===== src/rtl/ser_framer_pkg.sv =====
package ser_framer_pkg;

    // Mode word layout, MSB first: [6:5] clk_sel .. [0] sync_mode
    typedef struct packed {
        logic [1:0] clk_sel;
        logic       par_odd;
        logic       par_en;
        logic       mp_fmt;
        logic       two_stop;
        logic       sync_mode;
    } mode_t;

    localparam int MODE_W = $bits(mode_t);

    typedef enum logic [2:0] {
        PH_IDLE,
        PH_START,
        PH_DATA,
        PH_EXTRA,
        PH_STOP
    } phase_e;

endpackage


===== src/rtl/ser_rate_gen.sv =====
module ser_rate_gen #(
    parameter int BRR_W = 8,
    parameter int PRE_W = 6
) (
    input  logic             clk_i,
    input  logic             rst_ni,
    input  logic [1:0]       clk_sel_i,
    input  logic [BRR_W-1:0] brr_i,
    output logic             os_tick_o
);

    typedef struct packed {
        logic [PRE_W-1:0] pre_cnt;
        logic [BRR_W-1:0] brr_cnt;
    } rate_t;

    rate_t q, d;
    logic [PRE_W-1:0] pre_last;
    logic             pre_tick;

    always_comb begin
        case (clk_sel_i)
            2'b00:   pre_last = PRE_W'(0);
            2'b01:   pre_last = PRE_W'(3);
            2'b10:   pre_last = PRE_W'(15);
            default: pre_last = PRE_W'(63);
        endcase
        d         = q;
        pre_tick  = (q.pre_cnt >= pre_last);
        os_tick_o = pre_tick && (q.brr_cnt >= brr_i);
        d.pre_cnt = pre_tick ? '0 : q.pre_cnt + 1'b1;
        if (pre_tick) begin
            d.brr_cnt = os_tick_o ? '0 : q.brr_cnt + 1'b1;
        end
    end

    always_ff @(posedge clk_i or negedge rst_ni) begin
        if (!rst_ni) q <= '0;
        else         q <= d;
    end

    // ticks are spaced apart whenever the divide ratio exceeds one
    assert_tick_spacing_R7: assert property (@(posedge clk_i) disable iff (!rst_ni)
        (os_tick_o && (clk_sel_i != 2'b00 || brr_i != '0))
        |=> (!os_tick_o || !$stable(clk_sel_i) || !$stable(brr_i)));

endmodule


===== src/rtl/ser_tx.sv =====
module ser_tx
    import ser_framer_pkg::*;
#(
    parameter int DATA_W  = 8,
    parameter int OS_RATE = 16
) (
    input  logic              clk_i,
    input  logic              rst_ni,
    input  logic              os_tick_i,
    input  logic              sync_mode_i,
    input  logic              two_stop_i,
    input  logic              mp_fmt_i,
    input  logic              par_en_i,
    input  logic              par_odd_i,
    input  logic              tx_valid_i,
    input  logic [DATA_W-1:0] tx_data_i,
    input  logic              tx_mpb_i,
    output logic              tx_ready_o,
    output logic              tx_o
);

    localparam int OS_W  = $clog2(OS_RATE);
    localparam int IDX_W = $clog2(DATA_W);

    typedef struct packed {
        phase_e            phase;
        logic [DATA_W-1:0] shreg;
        logic              extra;
        logic              has_extra;
        logic              second_stop;
        logic              sync_l;
        logic [OS_W-1:0]   os_cnt;
        logic [IDX_W-1:0]  bit_idx;
    } tx_state_t;

    tx_state_t q, d;
    logic      bit_end;

    always_comb begin
        d       = q;
        bit_end = os_tick_i && (q.os_cnt == OS_W'(OS_RATE - 1));
        if (q.phase != PH_IDLE && os_tick_i) begin
            d.os_cnt = bit_end ? '0 : q.os_cnt + 1'b1;
        end
        case (q.phase)
            PH_IDLE: begin
                if (tx_valid_i) begin
                    d.shreg       = tx_data_i;
                    d.extra       = mp_fmt_i ? tx_mpb_i
                                             : (par_odd_i ? ~^tx_data_i : ^tx_data_i);
                    d.has_extra   = !sync_mode_i && (mp_fmt_i || par_en_i);
                    d.second_stop = !sync_mode_i && two_stop_i;
                    d.sync_l      = sync_mode_i;
                    d.os_cnt      = '0;
                    d.bit_idx     = '0;
                    d.phase       = sync_mode_i ? PH_DATA : PH_START;
                end
            end
            PH_START: begin
                if (bit_end) d.phase = PH_DATA;
            end
            PH_DATA: begin
                if (bit_end) begin
                    d.shreg = q.shreg >> 1;
                    if (q.bit_idx == IDX_W'(DATA_W - 1)) begin
                        if (q.sync_l)         d.phase = PH_IDLE;
                        else if (q.has_extra) d.phase = PH_EXTRA;
                        else                  d.phase = PH_STOP;
                    end else begin
                        d.bit_idx = q.bit_idx + 1'b1;
                    end
                end
            end
            PH_EXTRA: begin
                if (bit_end) d.phase = PH_STOP;
            end
            PH_STOP: begin
                if (bit_end) begin
                    if (q.second_stop) d.second_stop = 1'b0;
                    else               d.phase       = PH_IDLE;
                end
            end
            default: d.phase = PH_IDLE;
        endcase
    end

    always_ff @(posedge clk_i or negedge rst_ni) begin
        if (!rst_ni) q <= '{phase: PH_IDLE, default: '0};
        else         q <= d;
    end

    always_comb begin
        case (q.phase)
            PH_START: tx_o = 1'b0;
            PH_DATA:  tx_o = q.shreg[0];
            PH_EXTRA: tx_o = q.extra;
            default:  tx_o = 1'b1;
        endcase
    end

    assign tx_ready_o = (q.phase == PH_IDLE);

    // an accepted byte makes the transmitter busy on the next cycle
    assert_accept_busy_R2: assert property (@(posedge clk_i) disable iff (!rst_ni)
        (tx_valid_i && tx_ready_o) |=> !tx_ready_o);

    // an asynchronous frame always ends on a high stop bit
    assert_ends_on_stop_R3: assert property (@(posedge clk_i) disable iff (!rst_ni)
        $rose(tx_ready_o) |-> ($past(tx_o) || $past(q.sync_l)));

endmodule


===== src/rtl/ser_rx.sv =====
module ser_rx
    import ser_framer_pkg::*;
#(
    parameter int DATA_W  = 8,
    parameter int OS_RATE = 16
) (
    input  logic              clk_i,
    input  logic              rst_ni,
    input  logic              os_tick_i,
    input  logic              sync_mode_i,
    input  logic              mp_fmt_i,
    input  logic              par_en_i,
    input  logic              par_odd_i,
    input  logic              rx_i,
    output logic              rx_valid_o,
    output logic [DATA_W-1:0] rx_data_o,
    output logic              rx_mpb_o,
    output logic              rx_frame_err_o,
    output logic              rx_parity_err_o
);

    localparam int OS_W  = $clog2(OS_RATE);
    localparam int IDX_W = $clog2(DATA_W);
    localparam int HALF  = OS_RATE / 2;

    typedef struct packed {
        logic              meta;
        logic              line;
        logic              prev;
        phase_e            phase;
        logic [OS_W-1:0]   os_cnt;
        logic [IDX_W-1:0]  bit_idx;
        logic [DATA_W-1:0] shreg;
        logic              extra;
        logic              valid;
        logic [DATA_W-1:0] data_out;
        logic              mpb_out;
        logic              ferr;
        logic              perr;
    } rx_state_t;

    rx_state_t q, d;
    logic      has_extra;
    logic      exp_par;
    logic      sample_now;

    always_comb begin
        d          = q;
        d.meta     = rx_i;
        d.line     = q.meta;
        d.valid    = 1'b0;
        has_extra  = mp_fmt_i || par_en_i;
        exp_par    = par_odd_i ? ~^q.shreg : ^q.shreg;
        sample_now = os_tick_i && (q.os_cnt == OS_W'(OS_RATE - 1));
        if (sync_mode_i) begin
            d.phase = PH_IDLE;
            d.prev  = 1'b1;
        end else begin
            case (q.phase)
                PH_IDLE: begin
                    if (os_tick_i) begin
                        d.prev = q.line;
                        if (q.prev && !q.line) begin
                            d.phase  = PH_START;
                            d.os_cnt = '0;
                        end
                    end
                end
                PH_START: begin
                    if (os_tick_i) begin
                        if (q.os_cnt == OS_W'(HALF - 1)) begin
                            d.os_cnt  = '0;
                            d.bit_idx = '0;
                            if (!q.line) begin
                                d.phase = PH_DATA;
                            end else begin
                                d.phase = PH_IDLE;
                                d.prev  = 1'b1;
                            end
                        end else begin
                            d.os_cnt = q.os_cnt + 1'b1;
                        end
                    end
                end
                PH_DATA, PH_EXTRA, PH_STOP: begin
                    if (os_tick_i) d.os_cnt = q.os_cnt + 1'b1;
                    if (sample_now) begin
                        d.os_cnt = '0;
                        if (q.phase == PH_DATA) begin
                            d.shreg = {q.line, q.shreg[DATA_W-1:1]};
                            if (q.bit_idx == IDX_W'(DATA_W - 1)) begin
                                d.phase = has_extra ? PH_EXTRA : PH_STOP;
                            end else begin
                                d.bit_idx = q.bit_idx + 1'b1;
                            end
                        end else if (q.phase == PH_EXTRA) begin
                            d.extra = q.line;
                            d.phase = PH_STOP;
                        end else begin
                            d.valid    = 1'b1;
                            d.data_out = q.shreg;
                            d.ferr     = !q.line;
                            d.mpb_out  = mp_fmt_i && q.extra;
                            d.perr     = par_en_i && !mp_fmt_i && (q.extra != exp_par);
                            d.phase    = PH_IDLE;
                            d.prev     = q.line;
                        end
                    end
                end
                default: d.phase = PH_IDLE;
            endcase
        end
    end

    always_ff @(posedge clk_i or negedge rst_ni) begin
        if (!rst_ni) q <= '{meta: 1'b1, line: 1'b1, prev: 1'b1, phase: PH_IDLE, default: '0};
        else         q <= d;
    end

    assign rx_valid_o      = q.valid;
    assign rx_data_o       = q.data_out;
    assign rx_mpb_o        = q.mpb_out;
    assign rx_frame_err_o  = q.ferr;
    assign rx_parity_err_o = q.perr;

    // one pulse per character
    assert_single_pulse_R10: assert property (@(posedge clk_i) disable iff (!rst_ni)
        rx_valid_o |=> !rx_valid_o);

    // receiver stays silent in synchronous mode
    assert_sync_silent_R8: assert property (@(posedge clk_i) disable iff (!rst_ni)
        sync_mode_i |=> !rx_valid_o);

    // multiprocessor format never reports a parity error
    assert_mp_no_parity_R5: assert property (@(posedge clk_i) disable iff (!rst_ni)
        (rx_valid_o && rx_parity_err_o) |-> !$past(mp_fmt_i));

endmodule


===== src/rtl/ser_framer.sv =====
module ser_framer
    import ser_framer_pkg::*;
(
    input  logic       clk_i,
    input  logic       rst_ni,
    input  logic       mode_wr_i,
    input  logic [6:0] mode_i,
    input  logic [7:0] brr_i,
    input  logic       tx_valid_i,
    input  logic [7:0] tx_data_i,
    input  logic       tx_mpb_i,
    output logic       tx_ready_o,
    output logic       tx_o,
    input  logic       rx_i,
    output logic       rx_valid_o,
    output logic [7:0] rx_data_o,
    output logic       rx_mpb_o,
    output logic       rx_frame_err_o,
    output logic       rx_parity_err_o
);

    localparam int DATA_W  = 8;
    localparam int OS_RATE = 16;
    localparam int BRR_W   = 8;

    mode_t mode_q, mode_d;
    logic  os_tick;

    always_comb begin
        mode_d = mode_q;
        if (mode_wr_i) mode_d = mode_t'(mode_i);
    end

    always_ff @(posedge clk_i or negedge rst_ni) begin
        if (!rst_ni) mode_q <= '0;
        else         mode_q <= mode_d;
    end

    ser_rate_gen #(.BRR_W(BRR_W), .PRE_W(6)) rate_i (
        .clk_i     (clk_i),
        .rst_ni    (rst_ni),
        .clk_sel_i (mode_q.clk_sel),
        .brr_i     (brr_i),
        .os_tick_o (os_tick)
    );

    ser_tx #(.DATA_W(DATA_W), .OS_RATE(OS_RATE)) tx_i (
        .clk_i       (clk_i),
        .rst_ni      (rst_ni),
        .os_tick_i   (os_tick),
        .sync_mode_i (mode_q.sync_mode),
        .two_stop_i  (mode_q.two_stop),
        .mp_fmt_i    (mode_q.mp_fmt),
        .par_en_i    (mode_q.par_en),
        .par_odd_i   (mode_q.par_odd),
        .tx_valid_i  (tx_valid_i),
        .tx_data_i   (tx_data_i),
        .tx_mpb_i    (tx_mpb_i),
        .tx_ready_o  (tx_ready_o),
        .tx_o        (tx_o)
    );

    ser_rx #(.DATA_W(DATA_W), .OS_RATE(OS_RATE)) rx_u (
        .clk_i           (clk_i),
        .rst_ni          (rst_ni),
        .os_tick_i       (os_tick),
        .sync_mode_i     (mode_q.sync_mode),
        .mp_fmt_i        (mode_q.mp_fmt),
        .par_en_i        (mode_q.par_en),
        .par_odd_i       (mode_q.par_odd),
        .rx_i            (rx_i),
        .rx_valid_o      (rx_valid_o),
        .rx_data_o       (rx_data_o),
        .rx_mpb_o        (rx_mpb_o),
        .rx_frame_err_o  (rx_frame_err_o),
        .rx_parity_err_o (rx_parity_err_o)
    );

endmodule


===== config.mk =====
export PLATFORM = sky130hd
export DESIGN_NAME = ser_framer
export DESIGN_NICKNAME = d
export VERILOG_FILES = /design/src/rtl/ser_framer_pkg.sv /design/src/rtl/ser_rate_gen.sv /design/src/rtl/ser_tx.sv /design/src/rtl/ser_rx.sv /design/src/rtl/ser_framer.sv
export SDC_FILE = /design/constraint.sdc
export NUM_CORES = 1
export LEC_CHECK = 0
export ABC_AREA = 1
export BUFFER_PORTS_ARGS = -buffer_cell sky130_fd_sc_hd__buf_2
export CORE_ASPECT_RATIO = 0.5
export CORE_MARGIN = 1
export CORE_UTILIZATION = 60
export CTS_BUF_LIST = sky130_fd_sc_hd__clkbuf_4 sky130_fd_sc_hd__clkbuf_8
export DETAILED_ROUTE_END_ITERATION = 16
export GPL_TIMING_DRIVEN = 0
export PLACE_DENSITY = 0.81
export SETUP_SLACK_MARGIN = 0.1
export SLEW_MARGIN = 20
export SYNTH_ARGS = -nofsm -noshare
export SYNTH_HDL_FRONTEND = slang
export SYNTH_SLANG_ARGS = --single-unit

===== constraint.sdc =====
create_clock -name clk_i -period 3.95 [get_ports clk_i]
set_input_delay 0.395 -clock clk_i [delete_from_list [all_inputs] [get_ports clk_i]]
set_output_delay 0.395 -clock clk_i [all_outputs]
set_load 0.1 [all_outputs]

## Word level (Yosys, flattened, before mapping)

Index checks and enable logic that the tools add are counted.

- Add/subtract/negate cells: 6
- $lt $le $gt $ge: 2
- Eq/ne operators: 41
- Muxes and demuxes: 55
- Bitwise logic cells: 3
- Reduce and logical (&&, ||, !) cells: 40

Operators with widths:

| cell | number |
|---|---|
| $mux 3 | 15 |
| $mux 12 | 3 |
| $mux 11 | 3 |
| $mux 32 | 1 |
| $mux 4 | 7 |
| $mux 22 | 1 |
| $ne 2x1->1 const B | 11 |
| $ne 3x2->1 const B | 6 |
| $pmux 6 s3 | 1 |
| $mux 8 | 2 |
| $pmux 8 s2 | 1 |
| $reduce_xnor 8->1 | 2 |
| $reduce_xor 8->1 | 2 |
| $pmux 3 s5 | 1 |
| $reduce_and 7->1 | 2 |
| $mux 13 | 1 |
| $eq 3x2->1 const B | 4 |
| $eq 3x3->1 const B | 4 |
| $pmux 3 s2 | 2 |
| $pmux 4 s3 | 1 |
| $reduce_and 6->1 | 2 |
| $logic_and 1x1->1 | 10 |
| $reduce_and 5->1 | 2 |
| $pmux 3 s3 | 1 |
| 35 further kinds | 62 |

- Register bits after elaboration: 77

## Depth between registers and ports, before layout

- Word-level depth: 9
- Mapped depth: 16

## Hierarchy

Synthesis repeated with hierarchy kept, for this count alone.

- Cells, all modules: 608
- Area total of the unflattened synthesis: 4700.8 µm²

By module, submodules not included:

| module | times used | cells each | area an instance (µm²) |
|---|---|---|---|
| ser_rx | 1 | 245 | 1964.4 |
| ser_tx | 1 | 180 | 1357.6 |
| ser_rate_gen | 1 | 153 | 1109.8 |
| ser_framer | 1 | 30 | 269.0 |

## Worst setup path after synthesis

OpenSTA, ideal clock, no wires.

- Kind: register -> register
- From: reg tx_i.q[20] (netlist bit)
- To: reg tx_i.q[16] (netlist bit)
- Arrival time: 2.916 ns
- Required time: 3.873 ns
- Slack: 0.957 ns
- Stages on the path, launching flop included: 9
- Buffers on the path: 1
- Clock period less this slack: 2.993 ns
- Path through: dfrtp_1 -> nor2_1 -> inv_1 -> nor2_1 -> nand2_1 -> nand2_2 -> buf_4 -> nor2_1 -> a21oi_1

- Word-level cells in the longest chain between the ends: 3

Ends and longest elaborated chain:

| element | line | source |
|---|---|---|
| start: declaration | ser_tx.sv:36 | `tx_state_t q, d;` |
| start signal: assignment | ser_tx.sv:88 | `if (!rst_ni) q <= '{phase: PH_IDLE, default: '0};` |
| start signal: assignment | ser_tx.sv:89 | `else q <= d;` |
| $logic_not 3->1 * | n/a |  |
| via tx_ready_o | ser_framer.sv:12 | `output logic tx_ready_o,` |
| $ne 2x2->1 (no line) or $reduce_bool 2->1 (tied branches) | n/a |  |
| $reduce_and 3->1 (no line) | n/a |  |

The timed path passes the listed nets; every way through them passes the cells marked *.
A chain may end at the register's enable or synchronous reset.

## Worst setup path in the final report

- From: reg tx_i.q[21] (netlist bit)
- To: out tx_o

- Word-level cells in the longest chain between the ends: 2

Ends and longest elaborated chain:

| element | line | source |
|---|---|---|
| $eq 3x2->1 or $eq 3x1->1 (tied branches) | ser_tx.sv:93 | `case (q.phase)` |
| $pmux 1 s3 * | ser_tx.sv:93 |  |
| end: declaration | ser_framer.sv:13 | `output logic tx_o,` |

Mark *: on every way between the ends. The rest lies on a longest branch, timed or not.

==> results.txt <==
Area grow syn2layout: 13.7%
Initial drt markers: 209
Count of nets after finishing: 642
TNS Setup: 0 ns
DR vias: 3661
Worst vdd ir: 545 µV
Vias in the first global route: 3395
Most used cell, CP: nand2_1
Synth Cell Area: 4340 µm²
Max_cap viols: 0
CP Capture Type: primary output
Status: finished clean
Total CTS buffers: 9
Clock Latency Late Sink: 0.37 ns
Final setup violation count: 0
H-tree Lvls: 3
DP Wirelength: 6130 µm
Total track usage: 24.9%
Worst path slowest cell: dfrtp_1
Antenna cells: 0
Tot Pwr: 2.83 mW
FMAX: 404 MHz
Crit-path max cell delay: 0.44 ns
DRC viols: 0
Worst-path clk slew: 0.08 ns
PostCTS Resize Cnt: 0
Final Skew: 0.00905 ns
Chip height: 62.1 µm
CP Class: reg2out
Post-synth net total: 587
Critical Path AT: 2.08 ns
Min cycle time layout: 2.47 ns
Worst-path fanout max: 10
RSZ-0062 raised after global routing: false
Fillers: 529
# rows: 21
Sequential area share after synthesis: 44.5%
Drt first pass iters: 5
I/O pin cnt: 43
Routed wire length per instance: 12.3 µm
Yosys reg bits: 77
Pin count of the biggest net entering global routing: 49
PD cells: 574 nW/µm²
Critical path required time: 3.56 ns
Clock root buffer: clkbuf_8
Port bufs: 42
Gr ovfl total: 0
Fin. max-slew vios: 0
Starting density of the core: 63.5%
Core Region: 6830 µm²
Static leakage: 2.53 nW
Final hold vios: 0
First-pass GRT wire length: 14700 µm
Syn Area/Cell: 8.07 µm²
Max Buffers Root-to-Sink: 2
Fraction of layout cells with a size suffix above 1: 16.7%
Initial antenna violation count: 0
Crit-path cells: inv_1 -> nand2_1 -> nor2_1 -> clkbuf_1 -> nand2_1 -> nand3_1 -> buf_2
Commonest cells after routing, fill and taps aside: nand2_1 (128), dfrtp_1 (74), inv_1 (70)
Die Area: 7600 µm²
Routed vias/inst: 5.31
DRT Wirelength: 8500 µm
Commonest non-fill, non-tap cell in the layout: nand2_1
CTS tree: yes
Gpl congestion: 0.887
Slew at the pin with the worst max-slew slack: 0.511 ns
Clk sinks: 77
Hold Crit Class: in2reg
Post-DRT Antenna Nets: 0
Chip Width: 122 µm
Fin crit share: 62.6%
Number of warnings issued by yosys: 0
CP Launch Type: flip-flop
Synth cell types: 36
Rel. slew slack: 65.9%
Mapped Cells: 538
cell families after synthesis:
kind of cell,Yosys count,synth area share (%)
AND/OR/NAND/NOR,237,23.7
flip-flops,77,44.5
buffers and inverters,87,8.77
XOR/XNOR,21,4.24
adder cells (fa/ha/maj),20,5.77
AO/OA/AOI/OAI,94,12.5
multiplexers,2,0.519
state kept, by name, summed over array words and instances (netlist names):
name and cells:
mode_q 7, rate_i.q 14, rx_u.d 1, rx_u.q 21, rx_u.rx_data_o 8, rx_u.rx_frame_err_o 1
rx_u.rx_mpb_o 1, rx_u.rx_parity_err_o 1, rx_u.rx_valid_o 1, tx_i.q 22
through the flow:
stage	utilization (%)	area (µm²)	setup WS [ns]	hold slack, ns	cells
finish	72.2	4930	1.48	0.124	690
global route	72.2	4930	1.31	0.115	690
CTS	72.2	4930	1.48	0.113	690
detailed placement	68.7	4690	1.67	0.353	673
global placement	68.3	4660	1.73	0.347	672
floorplan	-	4340	0.957	0.0994	538
worst max-delay path, delay by kind of cell, from the launching register on:
kind	cells	cell delay (ns)
buf+inv	3	0.90
flops	1	0.44
simple gates	4	0.37
final timing paths:
kind                                 start                    to  slack [ns]  cells after the start
min in group asynchronous           rst_ni             tx_i.q[0]        0.50                      2
worst max-delay path            tx_i.q[21]                  tx_o        1.48                      7
worst min register to register  rx_u.d[32]            rx_u.q[32]        0.36                      0
max in group asynchronous           rst_ni            rx_u.q[31]        2.83                      3
worst min-delay path                  rx_i            rx_u.d[32]        0.12                      1
worst max register to register   mode_q[6]  rx_u.rx_parity_err_o        1.65                     15
synth_stat cells:
master    count  area (µm²)
o21a_1        3        22.5
a211oi_1      3        22.5
nand2_2       3        18.8
o21ai_0      41         205
nor3_4        1        16.3
nor2_4        3        33.8
nand3_4       1        17.5
o21ai_1       4        20.0
clkbuf_1      3        11.3
nor3_1       10        50.1
a21oi_1      22         110
o22ai_1       2        12.5
dfrtp_1      74        1850
nand3_2       1        10.0
xor2_1       10        87.6
nand2_4       2        22.5
a21boi_0      1        7.51
inv_4         1        6.26
inv_1        70         263
nand2_1     128         480
o21ai_2       7        61.3
o211ai_1      1        7.51
nor2_1       57         214
mux2_2        2        22.5
ha_1         20         250
buf_6         2        22.5
buf_2         2        10.0
buf_4         9        67.6
or2_2         4        25.0
a21o_1        1        7.51
xnor2_1      11        96.3
a22oi_1       7        52.6
dfstp_2       3        78.8
o31ai_1       2        15.0
nand4_1       3        18.8
nand3_1      24         120
layout make-up:
type	instances	area, µm²	area share [%]
multi-input cells	374	2030	41.1
flip-flops and latches	77	1930	39.1
inverters	71	269	5.45
repair buffers	44	250	5.07
clock buffers	12	159	3.22
well taps	92	115	2.33
plain buffers	16	111	2.26
clock inverters	4	70.1	1.42
report_power, final:
group	leakage [nW]	internal, mW	switching (mW)
combinational	1.40	0.348	0.709
clock	0.120	0.395	0.286
sequential	1.01	0.954	0.140
metal layers:
metal | global-route usage (%) | wire length, µm | vias to the layer above
met2 | 39.9 | 3980 | 91
met1 | 32.3 | 3910 | 1724
met5 | 0 | 0 | -
met3 | 7.08 | 444 | 19
li1 | - | - | 1827
met4 | 8.54 | 161 | 0
what timing repair did:
action,CTS,global route
buffers inserted,0,0
endpoints found under the hold margin,28,0
hold buffers,1,0
No activity file was read; power rests on OpenSTA's default activity.
